$ cat config.mk
export PLATFORM = sky130hd
export DESIGN_NAME = win_watchdog
export DESIGN_NICKNAME = d
export VERILOG_FILES = /design/src/rtl/win_watchdog.sv
export SDC_FILE = /design/constraint.sdc
export NUM_CORES = 1
export LEC_CHECK = 0
export ABC_AREA = 1
export CORE_AREA = 8 8 88 90
export CTS_BUF_LIST = sky130_fd_sc_hd__clkbuf_16
export DETAILED_ROUTE_END_ITERATION = 10
export DIE_AREA = 0 0 96 98
export HOLD_SLACK_MARGIN = 0.06
export SYNTH_ARGS = -nofsm -noshare
export SYNTH_HDL_FRONTEND = slang
export SYNTH_SLANG_ARGS = --single-unit
$ cat constraint.sdc
create_clock -name clk -period 2.45 [get_ports clk]
set_clock_uncertainty 0.15 [all_clocks]
set_input_delay 0.49 -clock clk [delete_from_list [all_inputs] [get_ports clk]]
set_output_delay 0.49 -clock clk [all_outputs]
set_load 0.02 [all_outputs]
$ cat src/rtl/win_watchdog.sv
module win_watchdog #(
  parameter int DIV_FIXED = 4096,
  parameter bit WIDE_PSC  = 1'b0
) (
  input  logic       clk,
  input  logic       rst_n,
  input  logic       wr_en,
  input  logic [1:0] wr_addr,
  input  logic [7:0] wr_data,
  output logic [6:0] cnt_o,
  output logic       en_o,
  output logic       flag_o,
  output logic       irq_o,
  output logic       rst_req_o
);
  localparam int EXP_W = WIDE_PSC ? 3 : 2;
  localparam int MAX_EXP = (1 << EXP_W) - 1;
  localparam int PRE_W = $clog2(DIV_FIXED) + MAX_EXP;
  localparam logic [PRE_W:0] BASE = (PRE_W+1)'(DIV_FIXED);
  localparam logic [6:0] CNT_INIT = 7'h7F;
  localparam logic [6:0] CNT_LOW  = 7'h40;

  logic [6:0]       cnt_q, win_q;
  logic [EXP_W-1:0] exp_q;
  logic [PRE_W-1:0] pre_q;
  logic             ie_q, en_q, flag_q, rst_q;

  logic [PRE_W:0] span;
  logic wr_cnt, wr_win, wr_cfg, wr_clr;
  logic tick, going_en, bad_low, early, underflow, trig;

  assign wr_cnt = wr_en && (wr_addr == 2'd0);
  assign wr_win = wr_en && (wr_addr == 2'd1);
  assign wr_cfg = wr_en && (wr_addr == 2'd2);
  assign wr_clr = wr_en && (wr_addr == 2'd3);

  assign span      = BASE << exp_q;
  assign tick      = en_q && ({1'b0, pre_q} == span - 1'b1);
  assign going_en  = en_q || (wr_cnt && wr_data[7]);
  assign bad_low   = wr_cnt && going_en && !wr_data[6];
  assign early     = wr_cnt && en_q && (cnt_q > win_q);
  assign underflow = tick && (cnt_q == CNT_LOW);
  assign trig      = bad_low || early || underflow;

  always_ff @(posedge clk or negedge rst_n) begin
    if (!rst_n) begin
      cnt_q  <= CNT_INIT;
      win_q  <= CNT_INIT;
      exp_q  <= '0;
      pre_q  <= '0;
      ie_q   <= 1'b0;
      en_q   <= 1'b0;
      flag_q <= 1'b0;
      rst_q  <= 1'b0;
    end else begin
      rst_q <= trig;
      if (trig) begin
        cnt_q  <= CNT_INIT;
        win_q  <= CNT_INIT;
        exp_q  <= '0;
        pre_q  <= '0;
        ie_q   <= 1'b0;
        en_q   <= 1'b0;
        flag_q <= 1'b0;
      end else begin
        if (wr_win) win_q <= wr_data[6:0];
        if (wr_cfg) begin
          exp_q <= wr_data[EXP_W-1:0];
          ie_q  <= wr_data[4];
        end
        if (wr_cnt) begin
          cnt_q <= wr_data[6:0];
          pre_q <= '0;
          if (wr_data[7]) en_q <= 1'b1;
        end else if (en_q) begin
          pre_q <= tick ? '0 : pre_q + 1'b1;
          if (tick) cnt_q <= cnt_q - 1'b1;
        end
        if (wr_clr) flag_q <= 1'b0;
        else if (tick && !wr_cnt && cnt_q == 7'h41) flag_q <= 1'b1;
      end
    end
  end

  assign cnt_o     = cnt_q;
  assign en_o      = en_q;
  assign flag_o    = flag_q;
  assign irq_o     = flag_q && ie_q;
  assign rst_req_o = rst_q;

  p_pulse_single_r8: assert property (@(posedge clk) disable iff (!rst_n)
    rst_req_o |=> !rst_req_o);
  p_regs_cleared_r8: assert property (@(posedge clk) disable iff (!rst_n)
    rst_req_o |-> (cnt_o == CNT_INIT && !en_o && !flag_o && win_q == CNT_INIT));
  p_en_sticky_r2: assert property (@(posedge clk) disable iff (!rst_n)
    (en_o && !trig) |=> en_o);
  p_hold_idle_r2: assert property (@(posedge clk) disable iff (!rst_n)
    (!en_o && !wr_cnt) |=> $stable(cnt_o));
  p_step_one_r3: assert property (@(posedge clk) disable iff (!rst_n)
    (tick && !wr_cnt && cnt_o > CNT_LOW) |=> cnt_o == $past(cnt_o) - 7'd1);
  p_floor_r4: assert property (@(posedge clk) disable iff (!rst_n)
    en_o |-> cnt_o[6]);
  p_flag_rise_r7: assert property (@(posedge clk) disable iff (!rst_n)
    (tick && !wr_en && cnt_o == 7'h41) |=> flag_o);
endmodule

# ---- Word level (Yosys, flattened, before mapping)
# Index checks and enable logic that the tools add are counted.
dict set report totals {
  rom_bits 0
  latch_bits 0
  n_memories 0
  out_inout_bits 11
  register_bits 35
  inputBits 13
  ram_bits 0
}
dict set report classes {
  mul 0
  n_mux 20
  n_bitwise 0
  n_eq_ne 6
  n_reduce_logical 29
  div_mod_pow 0
  n_shift 1
  n_addsub 3
  magnitude_cmp 1
}
# op n
set ops {}
lappend ops {{two-way mux 15 bit} 4}
lappend ops {{two-way mux 7 bit} 6}
lappend ops {{equality test 15 x 16 -> 1 bit} 1}
lappend ops {{left shift 13 x 2 -> 16 bit, first input constant} 1}
lappend ops {{subtractor 16 x 1 -> 16 bit, second input constant} 1}
lappend ops {{adder 15 x 1 -> 15 bit, second input constant} 1}
lappend ops {{equality test 7 bit, second input constant} 2}
lappend ops {{logical AND 1 bit} 14}
lappend ops {{nonzero test 3 bit} 3}
lappend ops {{two-way mux 1 bit} 8}
lappend ops {{nonzero test 2 bit} 4}
lappend ops {{> comparator 7 bit} 1}
lappend ops {{subtractor 7 x 1 -> 7 bit, second input constant} 1}
lappend ops {{equality test 2 bit, second input constant} 2}
lappend ops {{two-way mux 2 bit} 2}
lappend ops {{AND reduction 2 bit} 2}
lappend ops {{logical OR 1 bit} 3}
lappend ops {{equality test 2 x 1 -> 1 bit, second input constant} 1}
lappend ops {{zero test 1 bit} 2}
lappend ops {{zero test 2 bit} 1}

# ---- Longest topological paths before layout
# Gate-level depths: netlist (run 1).
dict set report logic_depth {
  word_depth 10
  ltp_mapped 12
  ltp_nobuf 11
}

# ---- Least setup slack after synthesis (run 1)
# OpenSTA, ideal clock, no wires.
dict set report synth_timing {
  path_type {reg2reg}
  from {register cnt_q[0] (netlist: cnt_o[0])}
  to {register win_q[0]}
  path_slack_ps 498
  required_time_ps 2224
  setup_time_ps 76
  synth_period_minus_slack_ps 1952
  stages_incl_launch_ff 11
  arrival_time_ps 1726
  cell_sequence {dfstp_2 > inv_1 > ha_1 > inv_1 > nor2_1 > a21oi_1 > a21oi_4 > buf_4 > nand3_1 > nand2_1 > nand2_1}
}
dict set report synth_via {
  elab_chain_cells 5
  elab_cells_between_ends 8
  cone_classes {order compare (1); eq/ne (1); mux (1); reduce/logical (5)}
}
# element line
set synth_lines {}
lappend synth_lines {{start, declared} 23} ;# logic [6:0] cnt_q, win_q;
lappend synth_lines {{start signal, assigned} 72} ;# cnt_q <= wr_data[6:0];
lappend synth_lines {{start signal, assigned} 77} ;# if (tick) cnt_q <= cnt_q - 1'b1;
lappend synth_lines {{> comparator 7 bit} 41} ;# assign early = wr_cnt && en_q && (cnt_q > win_q);
lappend synth_lines {{logical AND 1 bit} 41}
lappend synth_lines {{logical OR 1 bit} 43} ;# assign trig = bad_low || early || underflow;
lappend synth_lines {{logical OR 1 bit (*)} 43}
lappend synth_lines {{two-way mux 7 bit or nonzero test 2 bit (tied branches)} -}
lappend synth_lines {{end signal, assigned} 66} ;# if (wr_win) win_q <= wr_data[6:0];
lappend synth_lines {{end, declared} 23}
# Every way passes the cells marked *; elsewhere a longest branch is shown, timed or not.
# A chain may end at the register's enable or synchronous reset.

# ---- Final worst setup path (run 1)
dict set report layout_timing {
  from {register win_q[6]}
  to {register ie_q}
}
dict set report layout_via {
  elab_chain_cells 5
  elab_cells_between_ends 6
  cone_classes {order compare (1); mux (1); reduce/logical (4)}
}
# element line
set layout_lines {}
lappend layout_lines {{> comparator 7 bit (*)} 41}
lappend layout_lines {{logical AND 1 bit (*)} 41}
lappend layout_lines {{logical OR 1 bit (*) (2 in a row)} 43}
lappend layout_lines {{named net trig} 30} ;# logic tick, going_en, bad_low, early, underflow, trig;
lappend layout_lines {{two-way mux 1 bit or nonzero test 2 bit (tied branches)} -}
lappend layout_lines {{end signal, assigned} 69} ;# ie_q <= wr_data[4];
lappend layout_lines {{end, declared} 26} ;# logic ie_q, en_q, flag_q, rst_q;
# The timed path passes the listed nets; every way through them passes the cells marked *.

==> results.toml, run 1 <==
[status]
status = "complete, no violations"

[timing]
rsz0062_at_grt = "false"
finalHoldViolCount = 0
tightest_slew_ns = 0.505
slew_headroom_pct = 66.3
setup_viol = 0
fin_crit_sh_pct = 91.7
hold_slack_ns = 0.353
clock.fmax_mhz = 445
drv_slew = 0
setup_ws_ns = 0.203
period_needed_ns = 2.25

[floorplan]
io-pin-count = 24
rows = 30
die_w_um = 96
initial_core_util_pct = 37.8
core_um2 = 6490
dieArea_um2 = 9410
die_height_um = 98

[logic_synthesis]
ys_seq_area_share_pct = 36.4
synth_nets = 366
syn_avg_cell_area_um2 = 7.16
ys_warn_count = 0
ys_ff_latch = 35
postSynthCellCount = 343
synth_area_leaders = "dfrtp_1 (21%), nand2_1 (16%), dfstp_2 (15%), nand3_1 (7.9%), inv_1 (6.1%)"
synth_cell_types = 30
syn_area_um2 = 2460
synth_top_area_share_pct = 21.4
synth_area_leader_cell = "dfrtp_1"

[layout]
fillCellCount = 683
diodes = 0
fin_nets = 399
postLayoutCoreUtil_pct = 46.1
syn2layout_area_growth_pct = 21.9
final_area_um2 = 2990
drive_gt1_share_pct = 15.1

[setup_path]
critPathKind = "flip-flop to flip-flop"
critPathBufInv = 2
worstPathCellList = "inv_1 -> ha_1 -> nand2_1 -> inv_1 -> a21oi_1 -> nand2_1 -> a21oi_4 -> nand2_1 -> a21oi_1"
arrival_ns = 2.30
cp.required_ns = 2.51
critPathMaxStageDelay_ns = 0.53
cp_max_fo = 12
cpLargestDelayFamily = "compound AO/OA/AOI/OAI gates"
path_common_cell = "nand2_1"
worst_setup_path_end_kind = "flip-flop"
critPathLaunchType = "flip-flop"
crit_cells = 9
crit_path_top_delay_cell = "dfstp_2"
reg2regPathDepth = 9

[power]
pwr-share-clk_pct = 25.2
p_leak_uw = 0.00150
switchingPower_uw = 1140
p_per_area_nw_per_um2 = 981
swShare_pct = 38.9
p_seq_share_pct = 33.3
ir_worst_vdd_mv = 0.541
p_int_uw = 1790
comb_power_share_pct = 41.5

[clock_tree]
cts-hold-fix-buffers = 0
clk_latency_ns = 0.28
clk_pin_slew_ns = 0.06
root_buffer = "clkbuf_16"
htree_levels = 2
post_cts_buffers = 0
clockBufferDepth = 2
cts_tree = "yes"
clock-sinks = 35
numCtsBuffers = 5

[drt]
vias = 2272
wl_um = 6150
drt_iter0_markers = 111
ant_nets = 0
vias_per_cell = 4.97
wire_per_inst_um = 13.4
drc_errors = 0
firstDrtPassIters = 4

[placed_design]
placed_cell_area_um2 = 2800
pre_cts_ws_ns = -0.0500
gp_congestion = 0.831
dpl.hpwl_um = 4460
port_buffers = 23

[global_route]
grt_usage_pct = 13.8
grt_pass1_wl_um = 10400
grt_pass1_vias = 2224
grt_max_degree = 36
grt-ovfl-total = 0
antenna_found_initial = 0

[worst_hold_path]
min_path_cells = 2
hp-class = "flip-flop to flip-flop"

[flow_run]
drv_cap = 0
-- through the flow --
stage | setup TNS, ns | power [µW] | std cells
after floorplan | 0 | 1790 | 343
after global routing | 0 | 3180 | 457
after detailed placement | -0.261 | 2190 | 448
after CTS | 0 | 2940 | 456
after global placement | -0.0119 | 2170 | 448
final | 0 | 2940 | 457
-- Yosys cell counts --
master    count
nand2_1     102
nor2_1       38
mux2i_1       1
o21bai_1      2
ha_1         10
nand3b_1      1
buf_12        1
nand2_4       3
nand4_4       1
o21ai_2       1
inv_2         3
xnor2_1       1
inv_1        40
dfrtp_1      21
nand2_2       3
buf_2         6
a21oi_4       1
xor2_1        7
o21ai_0       4
buf_4         2
nand3_1      39
or2_2         1
nor2_2        3
nand3_2       2
nor3_1        1
nand4_1      21
a21oi_1      10
nor3b_1       1
dfstp_2      14
nor3_2        3
-- power by group through the flow --
stage,clock network [µW],logic [µW],registers (µW)
2_1_floorplan,0,771,1020
3_3_place_gp,0,1180,988
3_5_place_dp,0,1200,989
4_1_cts,757,1210,980
5_1_grt,775,1400,1000
6_report,740,1220,978
-- cell usage in the layout (no fill, tap or decap) --
master,n
nand2_2,3
nand3_2,3
clkbuf_16,5
buf_4,11
nor2_2,3
inv_2,3
nor3b_2,1
nor2_1,38
xor2_1,7
a21oi_2,1
clkdlybuf4s50_1,23
o21ai_0,4
inv_6,1
ha_1,10
mux2i_1,1
nand3_1,38
a21oi_4,1
nand3b_1,1
bufinv_16,1
xnor2_1,1
o21bai_1,2
nor3_1,1
nand2_4,3
dfstp_2,14
nor3_2,3
a21oi_1,10
inv_1,40
nand2_1,102
nand4_4,1
nand4_1,21
or2_2,1
dfrtp_1,21
clkinvlp_4,1
o21ai_2,1
-- worst paths after layout --
| check | to | start | slack, ns |
|---|---|---|---|
| max | ie_q | win_q[6] | 0.20 |
| max reg2reg | ie_q | win_q[6] | 0.20 |
| min | win_q[6] | win_q[6] | 0.35 |
| min reg2reg | win_q[6] | win_q[6] | 0.35 |
| min in group asynchronous | pre_q[11] | rst_n | 0.47 |
| max in group asynchronous | cnt_o[3] | rst_n | 1.32 |
-- registers in the layout (all words and copies together), names as in the netlist --
register   count
flag_o         1
exp_q          2
pre_q         15
en_o           1
win_q          7
rst_req_o      1
ie_q           1
cnt_o          7
-- tightest hold or removal path, stage by stage, from the launching register on --
cell and delay (ns):
dfstp_2 0.37, nand4_1 0.08, nand2_1 0.05
-- kinds of logic (layout without fill, tap and decap cells) --
group,count (synthesis),count (layout),synth area share [%]
buffers and inverters,52,85,9.22
AOI/OAI and AO/OA,18,19,4.48
xor gates and xnor gates,8,8,2.85
muxes,1,1,0.408
adders and majority gates,10,10,5.09
and+or+nand+nor,219,219,41.6
DFF,35,35,36.4
-- cell type report --
type                       instances  area (µm²)  share of cell area, %
tap                               80         100                   3.34
inverter                          43         161                   5.39
clock buffer                       5         125                   4.18
timing repair buffer              34         313                   10.4
multi-input combinational        257        1360                   45.3
sequential                        35         893                   29.8
clock inverter                     3        46.3                   1.55
-- repair_timing --
item / in CTS / in global routing
hold endpoints to repair: 0 / 0
resized for setup: 0 / 2
endpoints found under the setup margin: 0 / 15
-- layer usage --
layer	up-vias	GRT usage (%)	wire length [µm]
met2	37	21.1	2880
li1	1168	-	-
met4	0	5.21	103
met3	8	2.76	216
met5	-	0	0
met1	1059	18.3	2950
Note: power is estimated with default switching activity, not from simulation.
==> run 2: changes to the inputs <==
--- a/config.mk
+++ b/config.mk
@@ -6,10 +6,10 @@
 export NUM_CORES = 1
 export LEC_CHECK = 0
 export ABC_AREA = 1
-export CORE_AREA = 8 8 88 90
+export CORE_AREA = 5 5 85 87
 export CTS_BUF_LIST = sky130_fd_sc_hd__clkbuf_16
 export DETAILED_ROUTE_END_ITERATION = 10
-export DIE_AREA = 0 0 96 98
+export DIE_AREA = 0 0 90 92
 export HOLD_SLACK_MARGIN = 0.06
 export SYNTH_ARGS = -nofsm -noshare
 export SYNTH_HDL_FRONTEND = slang
==> run 2 against run 1 <==
Net effect: via count fell by 1.5%; die area shrank 12%; sequential power hardly changed; clock-buffer cell count unchanged; combinational power decreased by 7%; utilization rose by 0.61 points; critical path depth fell by 8; routed wire length is 7.6% lower.
==> results.toml, run 2 (synthesis results as in run 1) <==
[setup_path]
arrival_ns = 1.53
critPathLaunchType = "flip-flop"
timing.rr.start = "cnt_o[2]"
crit_cells = 1
critPathBufInv = 1
reg2regPathDepth = 10
critPathKind = "flip-flop to output port"
rrSetupSlack_ns = 0.31
worstPathCellList = "clkdlybuf4s50_1"
rr_endpoint = "cnt_o[6]"
critPathMaxStageDelay_ns = 0.63
cpLargestDelayFamily = "buffers and inverters"
cp_max_fo = 8
worst_setup_path_end_kind = "output port"
cp.required_ns = 1.81
crit_path_top_delay_cell = "clkdlybuf4s50_1"

[floorplan]
rows = 29
die_height_um = 92
dieArea_um2 = 8280
die_w_um = 90
initial_core_util_pct = 39.1
core_um2 = 6280
io-pin-count = 24

[power]
p_seq_share_pct = 36.4
p_total_uw = 2760
ir_worst_vdd_mv = 0.509
p_per_area_nw_per_um2 = 943
pwr-share-clk_pct = 22.4
p_leak_uw = 0.00147
switchingPower_uw = 1100
swShare_pct = 39.8
p_int_uw = 1660
comb_power_share_pct = 41.2

[timing]
setup_viol = 0
period_needed_ns = 2.17
rsz0062_at_grt = "false"
slew_headroom_pct = 69.6
tightest_slew_ns = 0.455
drv_slew = 0
fin_setup_tns_ns = 0
finalHoldViolCount = 0
fin_crit_sh_pct = 88.7
clock.fmax_mhz = 460

[layout]
largest_reg_flops = 15
postLayoutCoreUtil_pct = 46.7
syn2layout_area_growth_pct = 19.4
drive_gt1_share_pct = 14.2
fillCellCount = 632
final_area_um2 = 2930
instances_no_fill = 450
layout_common_cells = "nand2_1 (102), inv_1 (40), nand3_1 (38), nor2_1 (38), clkdlybuf4s50_1 (23)"
fin_nets = 395
layout_commonest_cell = "nand2_1"
diodes = 0
regMostFlops = "pre_q"

[drt]
drc_errors = 0
vias_per_cell = 4.98
vias = 2239
wire_per_inst_um = 12.6
wl_um = 5680
drt_iter0_markers = 119
firstDrtPassIters = 4
ant_nets = 0

[global_route]
grt_usage_pct = 14.2
grt_pass1_wl_um = 9940
grt_pass1_vias = 2093
use_met2_pct = 22.3
grt-ovfl-total = 0
antenna_found_initial = 0
grt_busiest_layer = "met2"
met1_usage_pct = 20.4
grt_max_degree = 36
met3_usage_pct = 2.29

[clock_tree]
clock-sinks = 35
post_cts_buffers = 0
cts_tree = "yes"
htree_levels = 2
clk_latency_ns = 0.28
clockBufferDepth = 2
cts-hold-fix-buffers = 0
root_buffer = "clkbuf_16"
postCtsResizedCells = 0
clk_pin_slew_ns = 0.06
numCtsBuffers = 5

[status]
status = "complete, no violations"

[flow_run]
drv_cap = 0

[worst_hold_path]
min_from = "win_q[5]"
min_path_cells = 2
hold_path_end = "win_q[5]"
hp-class = "flip-flop to flip-flop"

[placed_design]
dpl.hpwl_um = 4300
placed_cell_area_um2 = 2780
port_buffers = 23
gp_congestion = 0.854
dp_cells = 442
[run 2: cell count changes in the layout (fill, tap and decap cells not counted), sizes merged]
cell      before  now
a21oi         12   11
clkinvlp       1    2
clkinv         0    1
buf           11    8
inv           44   43
bufinv         1    0
[run 2: worst reg2reg max path: stages, from the launching register on]
cell,delay [ns]
dfstp_2,0.61
ha_1,0.28
a21oi_1,0.15
nand2_1,0.07
nand2_1,0.06
nand2_1,0.09
a21oi_4,0.20
buf_4,0.26
nand3_1,0.10
nand2_1,0.07
nand2_1,0.05
[run 2: worst max-delay path by stage]
stage | start | slack (ns) | to
after floorplan | cnt_o[0] | 0.50 | win_q[0]
after global placement | wr_addr[0] | 0.20 | cnt_o[6]
after detailed placement | wr_addr[0] | 0.15 | cnt_o[6]
after CTS | cnt_o[0] | 0.18 | win_q[0]
after global routing | cnt_o[0] | 0.08 | cnt_o[1]
final | cnt_o[3] | 0.28 | cnt_o[3]
[run 2: per-stage QoR]
stage | setup slack (ns) | hold WS (ns)
floorplan | 0.498 | 0.0444
global placement | 0.202 | 0.332
detailed placement | 0.148 | 0.337
CTS | 0.184 | 0.348
global route | 0.0760 | 0.361
finish | 0.276 | 0.349
[run 2: final cells by class]
type,instances,area (µm²),share of cell area [%]
Clock buffer,5,125,4.27
Clock inverter,3,20.0,0.683
Inverter,43,161,5.50
Multi-Input combinational cell,256,1350,45.9
Sequential cell,35,893,30.5
Tap cell,77,96.3,3.28
Timing Repair Buffer,31,290,9.90
[run 2: power by group through the flow]
stage | sequential [µW] | clock, µW | combinational, µW
6_report | 1010 | 619 | 1140
5_1_grt | 1030 | 660 | 1330
4_1_cts | 1000 | 642 | 1150
3_5_place_dp | 1010 | 0 | 1150
3_3_place_gp | 1010 | 0 | 1120
2_1_floorplan | 1020 | 0 | 771
[run 2: layer usage]
metal | vias to the layer above | share of wire [%]
li1 | 1164 | -
met1 | 1010 | 48
met2 | 59 | 45
met3 | 6 | 6.0
met4 | 0 | 1.0
met5 | - | 0
